==> config.mk <==
export PLATFORM = sky130hd
export DESIGN_NAME = flash_cmd_seq
export DESIGN_NICKNAME = d
export VERILOG_FILES = /design/src/rtl/flash_seq_pkg.sv /design/src/rtl/flash_word_ram.sv /design/src/rtl/flash_erase_fill.sv /design/src/rtl/flash_cmd_fsm.sv /design/src/rtl/flash_cmd_seq.sv
export SDC_FILE = /design/constraint.sdc
export NUM_CORES = 1
export LEC_CHECK = 0
export BUFFER_PORTS_ARGS = -buffer_cell sky130_fd_sc_hd__clkbuf_2
export CORE_UTILIZATION = 30
export DETAILED_ROUTE_END_ITERATION = 10
export GPL_TIMING_DRIVEN = 0
export HOLD_SLACK_MARGIN = 0.03
export PLACE_DENSITY = 0.47
export SYNTH_ARGS = -nofsm -noshare
export SYNTH_HDL_FRONTEND = slang
export SYNTH_SLANG_ARGS = --single-unit
==> constraint.sdc <==
create_clock -name clk -period 5.1 [get_ports clk]
set_input_delay 1.275 -clock clk [delete_from_list [all_inputs] [get_ports clk]]
set_output_delay 1.275 -clock clk [all_outputs]
set_load 0.01 [all_outputs]
==> src/rtl/flash_seq_pkg.sv <==
package flash_seq_pkg;
   localparam logic [7:0] C_NOP   = 8'h00;
   localparam logic [7:0] C_PROGB = 8'h10;
   localparam logic [7:0] C_ERASE = 8'h20;
   localparam logic [7:0] C_PROG  = 8'h40;
   localparam logic [7:0] C_CLRSR = 8'h50;
   localparam logic [7:0] C_LOCK  = 8'h60;
   localparam logic [7:0] C_RDSR  = 8'h70;
   localparam logic [7:0] C_IDENT = 8'h90;
   localparam logic [7:0] C_QUERY = 8'h98;
   localparam logic [7:0] C_CONF  = 8'hD0;
   localparam logic [7:0] C_ULK1  = 8'h01;
   localparam logic [7:0] C_ALT   = 8'hF0;
   localparam logic [7:0] C_ARRAY = 8'hFF;

   typedef enum logic [1:0] {M_ARRAY, M_STATUS, M_IDENT, M_QUERY} rd_mode_e;
   typedef enum logic [2:0] {S_IDLE, S_PROG, S_ERASE, S_LOCK, S_QUERY} seq_state_e;

   function automatic logic [7:0] query_byte(input logic [7:0] off, input logic [7:0] size_log2);
      case (off)
         8'h10:   return 8'h51;
         8'h11:   return 8'h52;
         8'h12:   return 8'h59;
         8'h27:   return size_log2;
         default: return 8'h00;
      endcase
   endfunction
endpackage

==> src/rtl/flash_word_ram.sv <==
module flash_word_ram #(
   parameter int ADDR_W = 6,
   parameter int DATA_W = 16
) (
   input  logic              clk,
   input  logic              rst_n,
   input  logic              ro_i,
   input  logic              we_i,
   input  logic [ADDR_W-1:0] waddr_i,
   input  logic [DATA_W-1:0] wdata_i,
   input  logic              re_i,
   input  logic [ADDR_W-1:0] raddr_i,
   output logic [DATA_W-1:0] rdata_o
);
   localparam int WORDS = 1 << ADDR_W;
   logic [DATA_W-1:0] mem [WORDS];

   always_ff @(posedge clk) begin
      if (we_i) mem[waddr_i] <= wdata_i;
      if (re_i) rdata_o <= mem[raddr_i];
   end

   // the strap keeps every array write away
   p_ro_no_write_r6: assert property (@(posedge clk) disable iff (!rst_n) ro_i |-> !we_i)
      else $error("array written with read-only strap");
endmodule

==> src/rtl/flash_erase_fill.sv <==
module flash_erase_fill #(
   parameter int ADDR_W = 6,
   parameter int SECT_W = 3,
   parameter int DATA_W = 16
) (
   input  logic              clk,
   input  logic              rst_n,
   input  logic              start_i,
   input  logic [ADDR_W-1:0] addr_i,
   output logic              busy_o,
   output logic [ADDR_W-1:0] waddr_o,
   output logic [DATA_W-1:0] wdata_o
);
   localparam int BASE_W = ADDR_W - SECT_W;
   localparam logic [SECT_W-1:0] LAST = '1;

   logic [BASE_W-1:0] base_q;
   logic [SECT_W-1:0] cnt_q;
   logic              busy_q;

   always_ff @(posedge clk or negedge rst_n) begin
      if (!rst_n) begin
         busy_q <= 1'b0;
         cnt_q  <= '0;
         base_q <= '0;
      end else if (start_i) begin
         busy_q <= 1'b1;
         cnt_q  <= '0;
         base_q <= addr_i[ADDR_W-1:SECT_W];
      end else if (busy_q) begin
         cnt_q <= cnt_q + 1'b1;
         if (cnt_q == LAST) busy_q <= 1'b0;
      end
   end

   assign busy_o  = busy_q;
   assign waddr_o = {base_q, cnt_q};
   assign wdata_o = '1;

   // a started fill is busy on the next cycle
   p_fill_start_r13: assert property (@(posedge clk) disable iff (!rst_n) start_i |=> busy_q)
      else $error("fill did not start");
   // the fill stops after the last word of the sector
   p_fill_end_r4: assert property (@(posedge clk) disable iff (!rst_n)
      (busy_q && cnt_q == LAST && !start_i) |=> !busy_q)
      else $error("fill overran sector");
endmodule

==> src/rtl/flash_cmd_fsm.sv <==
module flash_cmd_fsm
   import flash_seq_pkg::*;
#(
   parameter int ADDR_W = 6
) (
   input  logic              clk,
   input  logic              rst_n,
   input  logic              wr_i,
   input  logic [7:0]        cmd_i,
   input  logic              ro_i,
   output rd_mode_e          mode_o,
   output logic [7:0]        status_o,
   output logic              prog_we_o,
   output logic              erase_start_o
);
   seq_state_e state_q;
   rd_mode_e   mode_q;
   logic [7:0] status_q;

   always_ff @(posedge clk or negedge rst_n) begin
      if (!rst_n) begin
         state_q  <= S_IDLE;
         mode_q   <= M_ARRAY;
         status_q <= 8'h80;
      end else if (wr_i) begin
         case (state_q)
            S_IDLE: begin
               case (cmd_i)
                  C_NOP, C_ALT, C_ARRAY: mode_q <= M_ARRAY;
                  C_PROG, C_PROGB: begin
                     state_q <= S_PROG;
                     mode_q  <= M_STATUS;
                  end
                  C_ERASE: begin
                     state_q     <= S_ERASE;
                     mode_q      <= M_STATUS;
                     status_q[7] <= 1'b1;
                     if (ro_i) status_q[5] <= 1'b1;
                  end
                  C_CLRSR: begin
                     status_q <= 8'h00;
                     mode_q   <= M_ARRAY;
                  end
                  C_LOCK: begin
                     state_q <= S_LOCK;
                     mode_q  <= M_STATUS;
                  end
                  C_RDSR:  mode_q <= M_STATUS;
                  C_IDENT: mode_q <= M_IDENT;
                  C_QUERY: begin
                     state_q <= S_QUERY;
                     mode_q  <= M_QUERY;
                  end
                  default: mode_q <= M_ARRAY;
               endcase
            end
            S_PROG: begin
               status_q[7] <= 1'b1;
               if (ro_i) status_q[4] <= 1'b1;
               state_q <= S_IDLE;
            end
            S_ERASE: begin
               state_q <= S_IDLE;
               if (cmd_i == C_CONF) status_q[7] <= 1'b1;
               else                 mode_q <= M_ARRAY;
            end
            S_LOCK: begin
               state_q <= S_IDLE;
               if (cmd_i == C_CONF || cmd_i == C_ULK1) status_q[7] <= 1'b1;
               else                                    mode_q <= M_ARRAY;
            end
            S_QUERY: begin
               if (cmd_i == C_ARRAY) begin
                  state_q <= S_IDLE;
                  mode_q  <= M_ARRAY;
               end
            end
            default: begin
               state_q <= S_IDLE;
               mode_q  <= M_ARRAY;
            end
         endcase
      end
   end

   assign mode_o        = mode_q;
   assign status_o      = status_q;
   assign prog_we_o     = wr_i && state_q == S_PROG && !ro_i;
   assign erase_start_o = wr_i && state_q == S_IDLE && cmd_i == C_ERASE && !ro_i;

   // data cycle of a program sets bit 7 and ends the sequence
   p_prog_done_r3: assert property (@(posedge clk) disable iff (!rst_n)
      (wr_i && state_q == S_PROG) |=> (status_q[7] && state_q == S_IDLE))
      else $error("program cycle did not complete");
   // clear status empties the status byte
   p_clear_status_r7: assert property (@(posedge clk) disable iff (!rst_n)
      (wr_i && state_q == S_IDLE && cmd_i == C_CLRSR) |=> (status_q == 8'h00 && mode_q == M_ARRAY))
      else $error("status clear failed");
endmodule

==> src/rtl/flash_cmd_seq.sv <==
module flash_cmd_seq
   import flash_seq_pkg::*;
#(
   parameter int         ADDR_W = 6,
   parameter int         SECT_W = 3,
   parameter int         LANES  = 2,
   parameter logic [7:0] MFR_ID = 8'h89,
   parameter logic [7:0] DEV_ID = 8'h18
) (
   input  logic                 clk,
   input  logic                 rst_n,
   input  logic                 ro_strap,
   input  logic                 req_valid,
   input  logic                 req_write,
   input  logic [ADDR_W-1:0]    req_addr,
   input  logic [8*LANES-1:0]   req_wdata,
   output logic                 req_ready,
   output logic                 rd_valid,
   output logic [8*LANES-1:0]   rd_data
);
   localparam int         DATA_W    = 8 * LANES;
   localparam logic [7:0] SIZE_LOG2 = 8'(ADDR_W + $clog2(LANES));

   generate
      if (SECT_W < 1 || SECT_W >= ADDR_W) begin : g_bad_sect
         $error("SECT_W must lie in 1..ADDR_W-1");
      end
      if (LANES < 1 || LANES > 8) begin : g_bad_lanes
         $error("LANES must lie in 1..8");
      end
   endgenerate

   rd_mode_e          mode;
   logic [7:0]        status;
   logic              prog_we, erase_start, fill_busy;
   logic [ADDR_W-1:0] fill_addr;
   logic [DATA_W-1:0] fill_data, ram_q;
   logic              wr_acc, rd_acc;

   assign req_ready = !fill_busy;
   assign wr_acc    = req_valid && req_ready && req_write;
   assign rd_acc    = req_valid && req_ready && !req_write;

   flash_cmd_fsm #(.ADDR_W(ADDR_W)) fsm_i (
      .clk(clk), .rst_n(rst_n), .wr_i(wr_acc), .cmd_i(req_wdata[7:0]), .ro_i(ro_strap),
      .mode_o(mode), .status_o(status), .prog_we_o(prog_we), .erase_start_o(erase_start)
   );

   flash_erase_fill #(.ADDR_W(ADDR_W), .SECT_W(SECT_W), .DATA_W(DATA_W)) fill_i (
      .clk(clk), .rst_n(rst_n), .start_i(erase_start), .addr_i(req_addr),
      .busy_o(fill_busy), .waddr_o(fill_addr), .wdata_o(fill_data)
   );

   flash_word_ram #(.ADDR_W(ADDR_W), .DATA_W(DATA_W)) ram_i (
      .clk(clk), .rst_n(rst_n), .ro_i(ro_strap),
      .we_i(fill_busy || prog_we),
      .waddr_i(fill_busy ? fill_addr : req_addr),
      .wdata_i(fill_busy ? fill_data : req_wdata),
      .re_i(rd_acc), .raddr_i(req_addr), .rdata_o(ram_q)
   );

   // per-lane byte chosen by the latched read mode
   logic [7:0] aux_byte;
   logic [7:0] off8;
   assign off8 = 8'(req_addr);
   always_comb begin
      case (mode)
         M_STATUS: aux_byte = status;
         M_IDENT:  aux_byte = (off8 == 8'd0) ? MFR_ID : (off8 == 8'd1) ? DEV_ID : 8'h00;
         M_QUERY:  aux_byte = query_byte(off8, SIZE_LOG2);
         default:  aux_byte = 8'h00;
      endcase
   end

   logic [DATA_W-1:0] aux_word;
   generate
      for (genvar g = 0; g < LANES; g++) begin : g_lane
         assign aux_word[8*g +: 8] = aux_byte;
      end
   endgenerate

   logic              rd_valid_q, rd_arr_q;
   logic [DATA_W-1:0] aux_q;
   always_ff @(posedge clk or negedge rst_n) begin
      if (!rst_n) begin
         rd_valid_q <= 1'b0;
         rd_arr_q   <= 1'b1;
         aux_q      <= '0;
      end else begin
         rd_valid_q <= rd_acc;
         if (rd_acc) begin
            rd_arr_q <= (mode == M_ARRAY);
            aux_q    <= aux_word;
         end
      end
   end

   assign rd_valid = rd_valid_q;
   assign rd_data  = rd_arr_q ? ram_q : aux_q;

   // accepted read answers one cycle later
   p_read_latency_r9: assert property (@(posedge clk) disable iff (!rst_n) rd_acc |=> rd_valid)
      else $error("read not answered");
   // status reads fill every lane with the same byte
   p_status_lanes_r9: assert property (@(posedge clk) disable iff (!rst_n)
      (rd_acc && mode == M_STATUS) |=> rd_data == {LANES{rd_data[7:0]}})
      else $error("status lanes differ");
endmodule

==> impl_results.md, run 1 <==
* Outcome: finished, violations left
* Failing checks: max-capacitance violations, max-slew violations
* Num Clock Sinks at 1065
* Vias/cell at 5.337
* Crit end category: register
* CTS Buf Count at 107
* Final setup fails at 0
* Setup TNS at 0 ns
* DIE AREA at 140600 um^2
* Least-Margin Pin Slew at 1.466 ns
* CTS Hold Bufs at 0
* RSZ-0062 raised after global routing: false
* Via count at 23306
* 1st-iter DRT viols at 2744
* First-pass detailed-route iteration total at 6
* Initial Utilization at 30.30%
* Max_slew headroom at -0.2341%
* Crit start category: input port
* Synth area leader: edfxtp_1
* Non-filler cells, final at 4367
* Netlist Area Pre-Place at 41720 um^2
* Placer congestion estimate at 0.9019
* Fill cells at 12761
* Max-cap viol count at 1
* Min Tclk post-route at 4.793 ns
* Hold Vio Cnt, Final at 0
* Row count at 136
* DP Cell Count at 4165
* Total Power at 18.51 mW
* Post-route ant nets at 0
* Worst-Skew Late Latency at 0.71 ns
* Clock transition at the registers of the reported paths at 0.07 ns
* DPL Wire Length at 91.83 mm
* Crit path DAT at 5.19 ns
* DR WL/cell at 31.10 um
* Clock Tree Root: clkbuf_16
* Clock skew at 0.01975 ns
* Yosys warning count at 0
* Peak VDD IR at 0.0003129 V
* Synth top area share at 74.86%
* Core ar. at 137700 um^2
* PwrDens at 375.9 nW/um^2
* Post-synthesis register bit count at 1065
* Die Y at 374.9 um
* Syn_area_per_cell at 18.48 um^2
* Nets at 2509
* Cells after synthesis at 2257
* Fmax at 208.7 MHz
* Number of I/O port buffers at 42
* Post-synth net total at 2286
* Count leader, synth: edfxtp_1
* Flop-to-flop setup slack at 1.00 ns
* H-Tree Depth at 3
* WS Path Type: input port to register
* Synth area leaders: edfxtp_1, mux4_2, mux2i_1, mux2_2, dfrtp_1
* CTS Buffer Depth at 3
* Largest net degree at the start of global routing at 65
* Count of cell types in the netlist at 63
* # DRC at 0
* Pins Over Slew Limit at 1
* Global-route wire length before repair at 188.4 mm
* Num ports at 45
* Routed WL at 135.8 mm
* Post-synth top cells: edfxtp_1, mux4_2, nand2_1, nor2_1, mux2i_1
* DP Area at 45810 um^2
* Layout area overhead at 18.01%
* Total grt overflow at 0
* Final Cycle Share at 93.97%
* Finished Cell Area at 49230 um^2
* Static leakage at 15.66 nW
* Post-synthesis sequential area ratio at 76.37%
* Worst path required time at 5.50 ns
* Hold Path Class: register to register
* Vias in the first global route at 23415
* WHS at 0.4745 ns
* Gr usage total at 19.20%
* Post-synth EDFFs at 1040
* Critical path fanouts, max at 11
* Layout cells sized above 1 at 24.67%
* CTS tree: built
* Post-synthesis async set-or-reset flop share at 2.347%
* Antenna violations before repair at 5
* Die Wd at 374.9 um
* Primary FF master, synth: edfxtp_1
==> layout by cell type (no fill, tap or decap), types with 29 or more instances in the layout <==
master     count
edfxtp_1    1040
nand2_1      134
mux2_2        63
o221ai_1      48
clkbuf_2      43
nor2_2        64
buf_16        31
mux4_2       139
buf_8         33
o21ai_0       58
buf_2         36
clkbuf_1      69
buf_4         37
a21oi_1       53
clkbuf_16    108
clkinv_2      29
nor2_1        66
mux2i_1      101
==> layer usage <==
layer	vias to the layer above	GRT usage, %	wire length, um
li1	9665	-	-
met1	12536	26.14	57670
met2	918	31.02	64430
met3	185	3.907	9811
met4	2	5.421	3902
met5	-	0	13
==> worst paths after layout <==
kind | start | to | cells after the start
worst max-delay path | req_addr[2] | ram_i.mem[40][3] | 10
worst min-delay path | aux_q[9] | aux_q[9] | 2
worst max register to register | fill_i.busy_o | ram_i.mem[43][3] | 7
worst min register to register | aux_q[9] | aux_q[9] | 2
max in group asynchronous | rst_n | fill_i.base_q[2] | 1
min in group asynchronous | rst_n | rd_valid | 1
==> registers in the layout (all words and copies together), names as in the netlist <==
name            flops
aux_q               8
fill_i.base_q       3
fill_i.busy_o       1
fill_i.cnt_q        3
fsm_i.mode_o        2
fsm_i.state_q       3
fsm_i.status_o      3
ram_i.mem        1024
ram_i.rdata_o      16
rd_arr_q            1
rd_valid            1
==> final cells by class <==
type,count,area (um^2),share of cell area [%]
repair buffers,114,1619,3.289
flip-flops and latches,1065,31860,64.71
well taps,1794,2245,4.559
clock inverters,73,618.1,1.255
diodes,3,7.507,0.01525
multi-input cells,1055,9430,19.16
plain buffers,128,649.4,1.319
clock buffers,126,2770,5.627
inverters,9,33.78,0.06862
==> cells by family after synthesis <==
logic type                 share of synthesized area [%]
AOI/OAI and AO/OA                                  5.477
and+or+nand+nor                                    4.613
xor gates and xnor gates                         0.02100
buffers and inverters                              1.620
DFF                                                76.37
adders and majority gates                        0.05997
muxes                                              11.84
==> power breakdown <==
group	switching (mW)	leakage, nW	total [mW]	internal, mW
Clock	3.38	1.68	7.75	4.38
Sequential	0.0251	9.68	9.66	9.64
Combinational	0.785	4.30	1.09	0.305
Total	4.19	15.7	18.5	14.3
==> stage by stage <==
step / utilization (%) / setup slack, ns
final: 35.76 / 0.3075
after global routing: 35.76 / 0.2868
after CTS: 35.74 / 0.1795
after detailed placement: 33.28 / -0.5506
after floorplan: - / 1.223
after global placement: 32.09 / -1.594
==> worst max-delay path, stage by stage <==
cell and delay (ns):
clkbuf_2 0.16, inv_1 0.10, clkbuf_1 0.58, clkbuf_2 0.54, clkdlybuf4s15_1 0.75, nand3_1 0.16
o31ai_1 0.13, nand2_1 0.50, nor2_2 0.67, buf_8 0.27
==> repair_timing <==
action,4_1_cts,5_1_grt
gates resized for setup,0,4
setup buffers,0,0
setup endpoints to repair,0,8
No activity file was read; power rests on OpenSTA's default activity.
==> inputs of run 2 (changes only) <==
--- a/config.mk
+++ b/config.mk
@@ -5,6 +5,7 @@
 export SDC_FILE = /design/constraint.sdc
 export NUM_CORES = 1
 export LEC_CHECK = 0
+export ABC_AREA = 1
 export BUFFER_PORTS_ARGS = -buffer_cell sky130_fd_sc_hd__clkbuf_2
 export CORE_UTILIZATION = 30
 export DETAILED_ROUTE_END_ITERATION = 10
==> run 2 against run 1 <==
Compared with the run above:
- the flow now finishes without violations
- non-clock buffer count up 75
- first-iteration DRC count increased by 24%
- setup slack gained 0.77 ns
- die area rose by 8.3%
- largest power group unchanged
- synthesized area grew 8.4%
- clock power rose by 4.8%
- sequential cell count unchanged
- cell count grew 53%
==> impl_results.md, run 2 <==
* Fill cells at 14894 (+17%)
* Clock skew at 0.03675 ns (+0.01701 ns)
* Count of cell types in the netlist at 38 (-40%)
* Vias/cell at 4.690 (-12%)
* Crit path DAT at 2.75 ns (-2.44 ns)
* RSZ-0062 raised after global routing: false
* Cells after synthesis at 4358 (+93%)
* Fmax at 248.4 MHz (+19%)
* Num ports at 45 (unchanged)
* Crit start category: register
* Max_slew headroom at 27.68% (+28 points)
* Layout area overhead at 17.26%
* WHS at 0.4821 ns (+0.007639 ns)
* Worst-Skew Late Latency at 0.74 ns (+0.03 ns)
* FF/Latch Area at 31860 um^2 (unchanged)
* DPL Wire Length at 105.6 mm (+15%)
* Vias in the first global route at 29635 (+27%)
* Global-route wire length before repair at 217.4 mm (+15%)
* Post-route setup slack at 1.073 ns (+0.7660 ns)
* Die Y at 390.2 um (+4.1%)
* Count leader, synth: nand2_1
* Nets at 4612 (+84%)
* Post-route ant nets at 0 (unchanged)
* Post-synth top cells: nand2_1, edfxtp_1, nand3_1, inv_1, buf_2
* Syn_area_per_cell at 10.37 um^2 (-44%)
* Crit end category: primary output
* Sw Pwr at 4.706 mW (+12%)
* Hold Path Class: register to register
* WS Path Type: register to primary output
* Netlist Area Pre-Place at 45210 um^2 (+8.4%)
* Pins Over Slew Limit at 0 (-1)
* Largest register FFs at 1024 (unchanged)
* Outcome: finished clean
* Die Wd at 390.2 um (+4.1%)
* Synth area leader: edfxtp_1
* Synth top area share at 69.08% (-5.8 points)
* CTS Buf Count at 115 (+7.5%)
* Pre-CTS setup slack at 0.2954 ns (+0.8459 ns)
* Clock Tree Root: clkbuf_16
* Placer congestion estimate at 0.8916 (-1.1%)
* Largest reg by FF count: ram_i.mem
* Sw Share at 24.37% (+1.7 points)
* Static leakage at 21.38 nW (+37%)
* Primary FF master, synth: edfxtp_1
* Most common cell after layout, fill and taps aside: nand2_1
* Largest net degree at the start of global routing at 65 (unchanged)
* PwrDens at 364.3 nW/um^2 (-3.1%)
* Gr usage total at 20.10% (+0.90 points)
* Total grt overflow at 0 (unchanged)
* CTS Hold Bufs at 0 (unchanged)
* Clock Power Share at 42.1% (+0.2 points)
* Core ar. at 149800 um^2 (+8.8%)
* Antenna violations before repair at 11 (+6)
* H-Tree Depth at 3 (unchanged)
* Synth area leaders: edfxtp_1, nand2_1, nand3_1, buf_2, dfrtp_1
* Min Tclk post-route at 4.027 ns (-0.7660 ns)
* First-pass detailed-route iteration total at 5 (-1)
* Initial Utilization at 30.18% (-0.12 points)
* Combinational power share at 7.8% (+1.9 points)
* Critical path fanouts, max at 10 (-1)
* Seq pwr share at 50.1% (-2.1 points)
* Peak VDD IR at 0.0002731 V (-13%)
* Post-synthesis register bit count at 1065 (unchanged)
* Total setup buffers inserted after CTS at 0 (unchanged)
* Post-CTS sizing at 0 (unchanged)
* Num Clock Sinks at 1065 (unchanged)
* Hold Vio Cnt, Final at 0 (unchanged)
* Post-synth EDFFs at 1040 (unchanged)
* Via count at 31430 (+35%)
* Final Cycle Share at 78.95% (-15 points)
* Row count at 142 (+4.4%)
* Number of I/O port buffers at 42 (unchanged)
* Clock transition at the registers of the reported paths at 0.06 ns (about the same)
* Post-synthesis sequential area ratio at 70.47% (-5.9 points)
* Post-synthesis async set-or-reset flop share at 2.347% (unchanged)
* # DRC at 0 (unchanged)
* Footprint of the multi-input gates at 11880 um^2 (+26%)
* Post-synth net total at 4387 (+92%)
* Routed WL at 154.1 mm (+13%)
* DIE AREA at 152300 um^2 (+8.3%)
* 1st-iter DRT viols at 3411 (+24%)
* Least-Margin Pin Slew at 1.085 ns (-0.3809 ns)
* Layout cells sized above 1 at 11.39% (-13 points)
* Worst path required time at 3.83 ns (-1.67 ns)
* CTS Buffer Depth at 3 (unchanged)
* Max-cap viol count at 0 (-1)
* Int Pwr at 14.61 mW (+2.0%)
* Commonest cells after routing, fill and taps aside: nand2_1, edfxtp_1, nand3_1, inv_1, buf_2
* Biggest regs: ram_i.mem: 1024 flops, ram_i.rdata_o: 16 flops, aux_q: 8 flops
* DR WL/cell at 23.00 um (-26%)
* CTS tree: built
* Final setup fails at 0 (unchanged)
* Yosys warning count at 0 (unchanged)
## run 2: critical path, cell delays in order, from the launching register on
cell and delay [ns]:
dfstp_2 0.52, clkbuf_1 0.35, clkbuf_1 0.47, nand2_1 0.19, nand2_1 0.29, clkbuf_2 0.20
## run 2: layout make-up
type / instances / share of cell area [%]
antenna: 6 / 0.02832
buffer: 209 / 2.230
clock buffer: 147 / 5.903
clock inverter: 66 / 0.9323
inverter: 138 / 0.9819
multi-input combinational: 2946 / 22.41
sequential: 1065 / 60.10
tap: 2016 / 4.758
timing repair buffer: 108 / 2.662
## run 2: cells by family (layout without fill, tap and decap cells)
kind of cell               count (synthesis)  in the layout  synth area share [%]
adders and majority gates                  2              2               0.05534
and+or+nand+nor                         2885           2885                 24.96
other                                      0              6                     0
AOI/OAI and AO/OA                         59             59                0.7501
buffers and inverters                    347            668                 3.767
DFF                                     1065           1065                 70.47
## run 2: worst paths after layout
| check | startpoint | endpoint | slack [ns] | depth (start not counted) |
|---|---|---|---|---|
| max in group asynchronous | rst_n | fill_i.cnt_q[1] | 3.91 | 1 |
| worst max-delay path | rd_arr_q | rd_data[4] | 1.07 | 5 |
| worst min register to register | fill_i.base_q[2] | fill_i.base_q[2] | 0.48 | 2 |
| min in group asynchronous | rst_n | rd_valid | 0.64 | 1 |
| worst min-delay path | fill_i.base_q[2] | fill_i.base_q[2] | 0.48 | 2 |
| worst max register to register | fill_i.busy_o | ram_i.mem[2][6] | 1.51 | 8 |
## run 2: power by group through the flow
stage,Combinational [mW],Sequential (mW),Clock [mW]
after floorplan,0.782,9.85,0
final,1.50,9.68,8.12
after global routing,1.62,9.68,8.57
after detailed placement,1.50,9.87,0
after global placement,1.46,9.89,0
after CTS,1.50,9.68,8.25
## run 2: stage by stage
stage	setup TNS (ns)	cell area, um^2	instances	power, mW	util, %
finish	0	53010	6701	19.31	35.39
global route	0	53000	6695	19.87	35.38
CTS	0	52980	6694	19.44	35.37
detailed placement	0	49350	6481	11.36	32.95
global placement	-2.670	47940	6416	11.35	32.01
floorplan	0	45210	4358	10.64	-
## run 2: layer usage
metal  part of all wire (%)  track usage, %
met1                     45           28.55
met3                    7.2           2.798
met2                     45           31.55
met5                  0.024               0
met4                    3.1           6.538
